**src/rtl/baud_gen.sv**
```systemverilog
module baud_gen #(
  parameter int CNT_W   = 12,
  parameter int PSC_DIV = 16,
  parameter int DIV_LSB = 1,
  parameter int PSC_BIT = 13,
  parameter int EN_BIT  = 16
) (
  input  logic        clk,
  input  logic        rst_n,
  input  logic        cfg_we,
  input  logic [31:0] cfg_wdata,
  output logic [31:0] cfg_rdata,
  input  logic        ref_en,
  output logic        tick,
  output logic        sq_out
);
  localparam int PSC_W   = $clog2(PSC_DIV);
  localparam int DIV_MSB = DIV_LSB + CNT_W - 1;
  localparam logic [PSC_W-1:0] PSC_LAST = PSC_W'(PSC_DIV - 1);

  logic [CNT_W-1:0] div_q, cnt_q;
  logic [PSC_W-1:0] psc_q;
  logic             psc_on_q, en_q, pend_q, tick_q, sq_q;
  logic             stage;

  assign stage  = ref_en & (~psc_on_q | (psc_q == PSC_LAST));
  assign tick   = tick_q;
  assign sq_out = sq_q;

  always_comb begin
    cfg_rdata                  = '0;
    cfg_rdata[DIV_MSB:DIV_LSB] = div_q;
    cfg_rdata[PSC_BIT]         = psc_on_q;
    cfg_rdata[EN_BIT]          = en_q;
  end

  always_ff @(posedge clk or negedge rst_n) begin
    if (!rst_n) begin
      div_q    <= '0;
      psc_on_q <= 1'b0;
      en_q     <= 1'b0;
      pend_q   <= 1'b0;
      cnt_q    <= '0;
      psc_q    <= '0;
      tick_q   <= 1'b0;
      sq_q     <= 1'b0;
    end else begin
      tick_q <= 1'b0;
      if (cfg_we) begin
        div_q    <= cfg_wdata[DIV_MSB:DIV_LSB];
        psc_on_q <= cfg_wdata[PSC_BIT];
        en_q     <= cfg_wdata[EN_BIT];
        pend_q   <= 1'b1;
      end else if (en_q && ref_en && pend_q) begin
        pend_q <= 1'b0;
      end
      if (!en_q) begin
        cnt_q <= '0;
        psc_q <= '0;
        sq_q  <= 1'b0;
      end else if (ref_en) begin
        if (pend_q) begin
          cnt_q <= div_q;
          psc_q <= '0;
        end else begin
          if (psc_on_q)
            psc_q <= (psc_q == PSC_LAST) ? '0 : psc_q + 1'b1;
          if (stage) begin
            if (cnt_q == '0) begin
              tick_q <= 1'b1;
              sq_q   <= ~sq_q;
              cnt_q  <= div_q;
            end else begin
              cnt_q <= cnt_q - 1'b1;
            end
          end
        end
      end
    end
  end
endmodule


```
**config.mk**
```make
export PLATFORM = sky130hd
export DESIGN_NAME = baud_gen
export DESIGN_NICKNAME = d
export VERILOG_FILES = /design/src/rtl/baud_gen.sv
export SDC_FILE = /design/constraint.sdc
export NUM_CORES = 1
export LEC_CHECK = 0
export BUFFER_PORTS_ARGS = -buffer_cell sky130_fd_sc_hd__buf_2
export CAP_MARGIN = 20
export CELL_PAD_IN_SITES_DETAIL_PLACEMENT = 0
export CELL_PAD_IN_SITES_GLOBAL_PLACEMENT = 1
export CORE_MARGIN = 4
export CORE_UTILIZATION = 36
export DETAILED_ROUTE_END_ITERATION = 12
export PLACE_DENSITY_LB_ADDON = 0.08
export RECOVER_POWER = 25
export SLEW_MARGIN = 20
export SYNTH_ARGS = -nofsm -noshare
export SYNTH_HDL_FRONTEND = slang
export SYNTH_SLANG_ARGS = --single-unit
```
**constraint.sdc**
```tcl
create_clock -name clk -period 5.79 [get_ports clk]
set_clock_uncertainty 0.15 [all_clocks]
set_input_delay 0.2895 -clock clk [delete_from_list [all_inputs] [get_ports clk]]
set_output_delay 0.2895 -clock clk [all_outputs]
set_load 0.02 [all_outputs]
```
==> impl_metrics.json, run 1 <==
{
  "yosys_warnings": 0,
  "use_met3_pct": 3.88,
  "ir_drop_mv": 0.123,
  "hold_viol": 0,
  "cp_top_family": "simple AND/OR/NAND/NOR gates",
  "ys.flop_type": "dfrtp_1",
  "coreArea_mm2": 0.00514,
  "p_leak_uw": 0.000940,
  "die_w_um": 80.9,
  "die_area_mm2": 0.00654,
  "antenna_found_initial": 0,
  "detail_route.wl_per_cell_um": 15.2,
  "num_io_pins": 70,
  "first_pass_iters": 4,
  "cts_setup_buffers": 0,
  "io_buffer_count": 33,
  "ys_seq_area_share_pct": 43.2,
  "ant_nets": 0,
  "rsz0062_at_grt": "false",
  "crit_path_start_kind": "register",
  "max_stage_delay_ns": 0.54,
  "wl_um": 4360,
  "p_sw_uw": 207,
  "clk_pin_slew_ns": 0.07,
  "grt_busiest_layer": "met2",
  "relSlewSlack_pct": 41.8,
  "synthesis.area_mm2": 0.00191,
  "p_sw_share_pct": 34.2,
  "avgViaCountPerCell": 5.23,
  "setup_tns_ns": 0,
  "crit_slowest_cell": "or3b_2",
  "post-route-drc-count": 0,
  "n_antenna_cell": 0,
  "cp_cell_sequence": "inv_1 > ha_1 > or3b_2 > or2_2 > o41ai_1 > o22ai_1",
  "async_flop_share_pct": 100,
  "worstHoldPathType": "in -> reg",
  "cts_hold_buffers": 1,
  "drive_gt1_share_pct": 25.0,
  "grt_max_degree": 34,
  "grt_pass1_vias": 1432,
  "final_area_mm2": 0.00213,
  "dr_total_vias": 1497,
  "power.density_mw_per_mm2": 285,
  "synth_edf_count": 0,
  "critPathCaptureType": "register",
  "cts.htree.levels": 2,
  "comb_power_share_pct": 26.8,
  "cp.arrival_ns": 2.27,
  "p_int_uw": 398,
  "die_y_um": 80.9,
  "fmax_mhz": 438,
  "p_clk_share_pct": 27.8,
  "track_usage_pct": 14.3,
  "hpwlAfterDp_um": 3140,
  "seq_power_share_pct": 45.5,
  "numCtsBuffers": 5,
  "clk_path_buf_depth": 2,
  "path_buf_inv": 1,
  "syn_avg_cell_area_um2": 10.4,
  "cp.required_ns": 5.78,
  "grt_pass1_wl_um": 7240,
  "fin_crit_sh_pct": 39.4,
  "routabilityCongestion": 0.793,
  "slew_viol_final": 0,
  "cts_resized": 0,
  "dpl_cell_area_mm2": 0.00204,
  "setup_viol_count_final": 0,
  "clockRootBuffer": "clkbuf_8",
  "numClockSinks": 33,
  "finalCriticalPeriod_ns": 2.28,
  "area_delta_synth_final_pct": 11.3,
  "start_util_pct": 37.2,
  "insertion_delay_ns": 0.28,
  "drtIter0Drc": 44,
  "rows": 26,
  "use_met1_pct": 18.0,
  "ys_types": 47,
  "worstSetupPathType": "reg -> reg",
  "fin_nets": 254,
  "syn_inst": 184,
  "cts_tree": "built",
  "cap_violations": 0,
  "cp_max_fo": 6,
  "use_met2_pct": 23.9,
  "overflow": 0,
  "tightest_slew_ns": 0.873,
  "status": "complete, no violations",
  "synth-seq-cells": 33
}
worst min-delay path, cell delays in order:
cell and delay (ns):
buf_2 0.08, nand2_1 0.04, o21ai_0 0.05
placed cells by master (no fill, tap or decap), drive strengths merged, types with 3 or more instances in the layout:
master,netlist,final
dfrtp,33,33
nor4,4,4
nand2,6,6
buf,22,27
o22ai,10,10
a21oi,6,6
inv,9,9
mux2i,6,6
nor2,6,6
nand3,9,9
o41ai,3,3
a21o,3,3
a31oi,5,5
or4,4,4
mux2,13,13
ha,3,3
conb,1,18
clkbuf,5,14
o21ai,6,6
nor3,6,6
cells in the mapped netlist, types with 3 or more instances:
cell | instances | area [um^2]
buf_4 | 20 | 150
clkbuf_1 | 5 | 18.8
mux2i_1 | 6 | 60.1
nor2_1 | 6 | 22.5
a21o_1 | 3 | 22.5
o41ai_1 | 3 | 26.3
nand2_1 | 6 | 22.5
a31oi_1 | 4 | 25.0
ha_1 | 3 | 37.5
nor3_1 | 6 | 30.0
dfrtp_1 | 33 | 826
o22ai_1 | 10 | 62.6
nand3_1 | 8 | 40.0
inv_1 | 9 | 33.8
mux2_2 | 13 | 146
or4_1 | 3 | 22.5
o21ai_0 | 6 | 30.0
a21oi_1 | 6 | 30.0
sequential cells by signal, summed over array words and instances, names as in the netlist:
signal	flops
psc_on_q	1
cnt_q	12
tick	1
pend_q	1
sq_out	1
psc_q	4
div_q	12
en_q	1
metrics by stage:
step / worst slack [ns] / util [%] / hold WS, ns / cells / power (uW)
final: 3.51 / 41.4 / 0.0752 / 286 / 605
after global routing: 3.35 / 41.4 / 0.0806 / 286 / 640
after CTS: 3.51 / 41.5 / 0.0700 / 286 / 614
after detailed placement: 3.52 / 39.8 / 0.262 / 277 / 444
after global placement: 3.50 / 39.8 / 0.255 / 277 / 440
after floorplan: 3.65 / - / -0.156 / 201 / 409
cell families (layout without fill, tap and decap cells):
| kind of cell | Yosys count | count (layout) | share of synthesized area (%) |
|---|---|---|---|
| buffers and inverters | 36 | 51 | 11.4 |
| and+or+nand+nor | 45 | 45 | 15.6 |
| AOI/OAI and AO/OA | 47 | 47 | 16.8 |
| other | 1 | 18 | 0.196 |
| adders and majority gates | 3 | 3 | 1.96 |
| muxes | 19 | 19 | 10.8 |
| DFF | 33 | 33 | 43.2 |
cell type report:
type,instances,area (um^2)
tap,70,87.6
multi-input combinational,132,932
sequential,33,826
clock buffer,8,80.1
inverter,9,33.8
timing repair buffer,34,168
fill,570,3010
metal layers:
metal / vias up / share of wire [%]
li1: 711 / -
met1: 733 / 44
met2: 49 / 49
met3: 4 / 6.2
met4: 0 / 0.92
met5: - / 0
final timing paths:
kind | from | to | slack, ns | cells after the start
min | cfg_wdata[16] | en_q$_DFFE_PN0P_ | 0.08 | 3
max in group asynchronous | rst_n | div_q[5]$_DFFE_PN0P_ | 4.53 | 2
max | cnt_q[0]$_DFFE_PN0P_ | cnt_q[10]$_DFFE_PN0P_ | 3.51 | 6
max reg2reg | cnt_q[0]$_DFFE_PN0P_ | cnt_q[10]$_DFFE_PN0P_ | 3.51 | 6
min in group asynchronous | rst_n | en_q$_DFFE_PN0P_ | 0.48 | 2
min reg2reg | div_q[10]$_DFFE_PN0P_ | div_q[10]$_DFFE_PN0P_ | 0.38 | 1
power groups by stage:
| stage | Clock, uW | Combinational (uW) | Sequential [uW] |
|---|---|---|---|
| detailed placement | 0 | 165 | 279 |
| CTS | 173 | 165 | 275 |
| global route | 181 | 180 | 280 |
| global placement | 0 | 162 | 278 |
| finish | 168 | 162 | 275 |
| floorplan | 0 | 127 | 282 |
Power figures use the tool's default switching activity.
==> run 2: changes to the inputs <==
--- a/config.mk
+++ b/config.mk
@@ -5,12 +5,13 @@
 export SDC_FILE = /design/constraint.sdc
 export NUM_CORES = 1
 export LEC_CHECK = 0
+export ABC_AREA = 1
 export BUFFER_PORTS_ARGS = -buffer_cell sky130_fd_sc_hd__buf_2
 export CAP_MARGIN = 20
 export CELL_PAD_IN_SITES_DETAIL_PLACEMENT = 0
 export CELL_PAD_IN_SITES_GLOBAL_PLACEMENT = 1
 export CORE_MARGIN = 4
-export CORE_UTILIZATION = 36
+export CORE_UTILIZATION = 35
 export DETAILED_ROUTE_END_ITERATION = 12
 export PLACE_DENSITY_LB_ADDON = 0.08
 export RECOVER_POWER = 25
==> constraint.sdc (replaced) <==
create_clock -name clk -period 2.4 [get_ports clk]
set_clock_uncertainty 0.15 [all_clocks]
set_input_delay 0.12 -clock clk [delete_from_list [all_inputs] [get_ports clk]]
set_output_delay 0.12 -clock clk [all_outputs]
set_load 0.02 [all_outputs]
==> run 2 against run 1 <==
Effect of this change: via count up 7.1%; utilization up 2.8 points; design area up 8.8%; largest cell class unchanged; critical path depth up 4; combinational power up 140%; critical endpoint is now cnt_q[9]$_DFFE_PN0P_; final cell count up 31%.
==> impl_metrics.json, run 2 <==
{
  "synth_top_area_share_pct": 42.4,
  "grt_max_degree": 34,
  "ys_types": 27,
  "grt_pass1_vias": 1502,
  "cp_common_cell": "nand2_1",
  "setup_ws_ns": 0.664,
  "setup_viol_count_final": 0,
  "cts_hold_buffers": 16,
  "fin_crit_sh_pct": 72.3,
  "seqCellArea_um2": 826,
  "die_y_um": 82.6,
  "io_buffer_count": 33,
  "layout_commonest_cell": "nand2_1",
  "reg_top3": "cnt_q x12, div_q x12, psc_q x4",
  "reg2reg_slack_ns": 0.66,
  "cp_top_family": "simple AND/OR/NAND/NOR gates",
  "cts_setup_buffers": 0,
  "utilization_pct": 44.2,
  "crit_path_start_kind": "register",
  "coreArea_mm2": 0.00524,
  "relSlewSlack_pct": 47.0,
  "drive_gt1_share_pct": 15.4,
  "num_io_pins": 70,
  "clk_path_buf_depth": 2,
  "routabilityCongestion": 0.724,
  "ir_drop_mv": 0.283,
  "status": "complete, no violations",
  "dp_slack_ns": 0.664,
  "cp.arrival_ns": 1.76,
  "track_usage_pct": 14.3,
  "clk_pin_slew_ns": 0.07,
  "insertion_delay_ns": 0.29,
  "reg2reg_depth": 10,
  "crit_slowest_cell": "dfrtp_1",
  "ant_nets": 0,
  "fin_nets": 344,
  "wl_um": 4270,
  "hold_depth": 3,
  "syn_inst": 258,
  "tightest_slew_ns": 0.795,
  "r2r_end": "cnt_q[9]$_DFFE_PN0P_",
  "worstHoldPathType": "in -> reg",
  "area_delta_synth_final_pct": 18.8,
  "yosys_warnings": 0,
  "drtIter0Drc": 66,
  "cts_tree": "built",
  "cp_cell_sequence": "inv_1 > ha_1 > nand2_1 > nor2_2 > nand2_2 > nand2_4 > inv_2 > nand3_1 > nand2_1 > nand2_1",
  "overflow": 0,
  "rsz0062_at_grt": "false",
  "power.density_mw_per_mm2": 627,
  "worstSetupPathType": "reg -> reg",
  "detail_route.wl_per_cell_um": 11.4,
  "first_pass_iters": 4,
  "r2r-start": "cnt_q[0]$_DFFE_PN0P_",
  "cp.required_ns": 2.42,
  "avgViaCountPerCell": 4.28,
  "synth.area.top_cells": "dfrtp_1, nand2_1, buf_4",
  "cap_violations": 0,
  "yosys-top-cells-count": "nand2_1, dfrtp_1, inv_1",
  "synth_edf_count": 0,
  "start_util_pct": 37.2,
  "worstHoldStart": "cfg_we",
  "async_flop_share_pct": 100,
  "slew_viol_final": 0,
  "hold_viol": 0,
  "whs_ns": 0.100,
  "dr_total_vias": 1604,
  "clockRootBuffer": "clkbuf_8",
  "synthesis.area_mm2": 0.00195,
  "cts.htree.levels": 2,
  "ys_seq_area_share_pct": 42.4,
  "ys.flop_type": "dfrtp_1",
  "rows": 26,
  "yosysMostFrequentCell": "nand2_1",
  "antenna_found_initial": 0,
  "grt_pass1_wl_um": 7340,
  "numClockSinks": 33,
  "hpwlAfterDp_um": 3030,
  "netlist.top_cell.by_area": "dfrtp_1",
  "syn_avg_cell_area_um2": 7.55,
  "cp_max_fo": 13,
  "post-route-drc-count": 0,
  "critPathCaptureType": "register",
  "multi_input_area_um2": 871,
  "max_stage_delay_ns": 0.39,
  "n_antenna_cell": 0,
  "synth-seq-cells": 33,
  "die_w_um": 82.6,
  "finalCriticalPeriod_ns": 1.74,
  "path_buf_inv": 2,
  "numCtsBuffers": 5,
  "num-fill-cells": 535,
  "p_leak_uw": 0.00124,
  "fmax_mhz": 576,
  "die_area_mm2": 0.00682,
  "setup_tns_ns": 0,
  "worst_hold_path.endpoint": "psc_on_q$_DFFE_PN0P_",
  "cts_resized": 0,
  "layout_common_cells": "nand2_1, dfrtp_1, buf_2"
}
[run 2: cell count changes after synthesis, moves of 4 or more]
cell / change
a31oi_1: -4
nand3_1: +11
o22ai_1: -10
mux2i_1: -6
nor2_1: +6
inv_1: +14
xor2_1: +4
a21oi_1: -4
nand2_1: +88
nor3_1: -5
o21ai_0: +14
mux2_2: -13
[run 2: metrics by stage]
stage | std cells | area, um^2 | total power, uW
after floorplan | 275 | 2010 | 950
after global placement | 352 | 2080 | 1020
after detailed placement | 352 | 2080 | 1020
after CTS | 375 | 2320 | 1480
after global routing | 375 | 2310 | 1560
final | 375 | 2310 | 1450
[run 2: report_power, final]
group | switching, uW | leakage [uW] | internal, uW
Combinational | 252 | 0.000774 | 134
Clock | 200 | 0.0000443 | 228
Sequential | 39.6 | 0.000425 | 598
[run 2: worst register-to-register path: stages (launching register included)]
cell and delay (ns):
dfrtp_1 0.39, inv_1 0.08, ha_1 0.19, nand2_1 0.08
nor2_2 0.04, nand2_2 0.10, nand2_4 0.12, inv_2 0.21
nand3_1 0.13, nand2_1 0.09, nand2_1 0.04
[run 2: layer usage]
layer  track usage (%)  vias to the layer above  routed length (um)  part of all wire (%)
met5                 0                        -                   0                     0
met4              4.90                        0                  66                   1.5
met3              3.90                        6                 243                   5.7
met2              20.2                       44                1730                    41
met1              20.7                      705                2230                    52
li1                  -                      849                   -                     -
[run 2: logic make-up after synthesis]
| group | count (synthesis) | synth area share (%) |
|---|---|---|
| compound gates | 24 | 6.49 |
| xor+xnor | 5 | 2.25 |
| fa+ha+maj | 3 | 1.93 |
| buf+inv | 53 | 16.2 |
| flops | 33 | 42.4 |
| other cells | 1 | 0.192 |
| simple gates | 139 | 30.6 |
[run 2: worst max path at each step]
stage	from	to	slack (ns)	cells past startpoint
finish	cnt_q[0]$_DFFE_PN0P_	cnt_q[9]$_DFFE_PN0P_	0.66	10
CTS	cnt_q[0]$_DFFE_PN0P_	cnt_q[9]$_DFFE_PN0P_	0.65	10
floorplan	psc_q[0]$_DFFE_PN0P_	cnt_q[0]$_DFFE_PN0P_	0.88	7
global route	cnt_q[0]$_DFFE_PN0P_	cnt_q[9]$_DFFE_PN0P_	0.51	10
detailed placement	cnt_q[0]$_DFFE_PN0P_	cnt_q[9]$_DFFE_PN0P_	0.66	10
global placement	cnt_q[0]$_DFFE_PN0P_	cnt_q[9]$_DFFE_PN0P_	0.68	10
[run 2: cell type report]
type,instances,share of cell area (%)
clock buffers,7,3.73
inverters,27,5.51
multi-input cells,189,37.6
flip-flops and latches,33,35.7
well taps,70,3.78
repair buffers,49,13.7
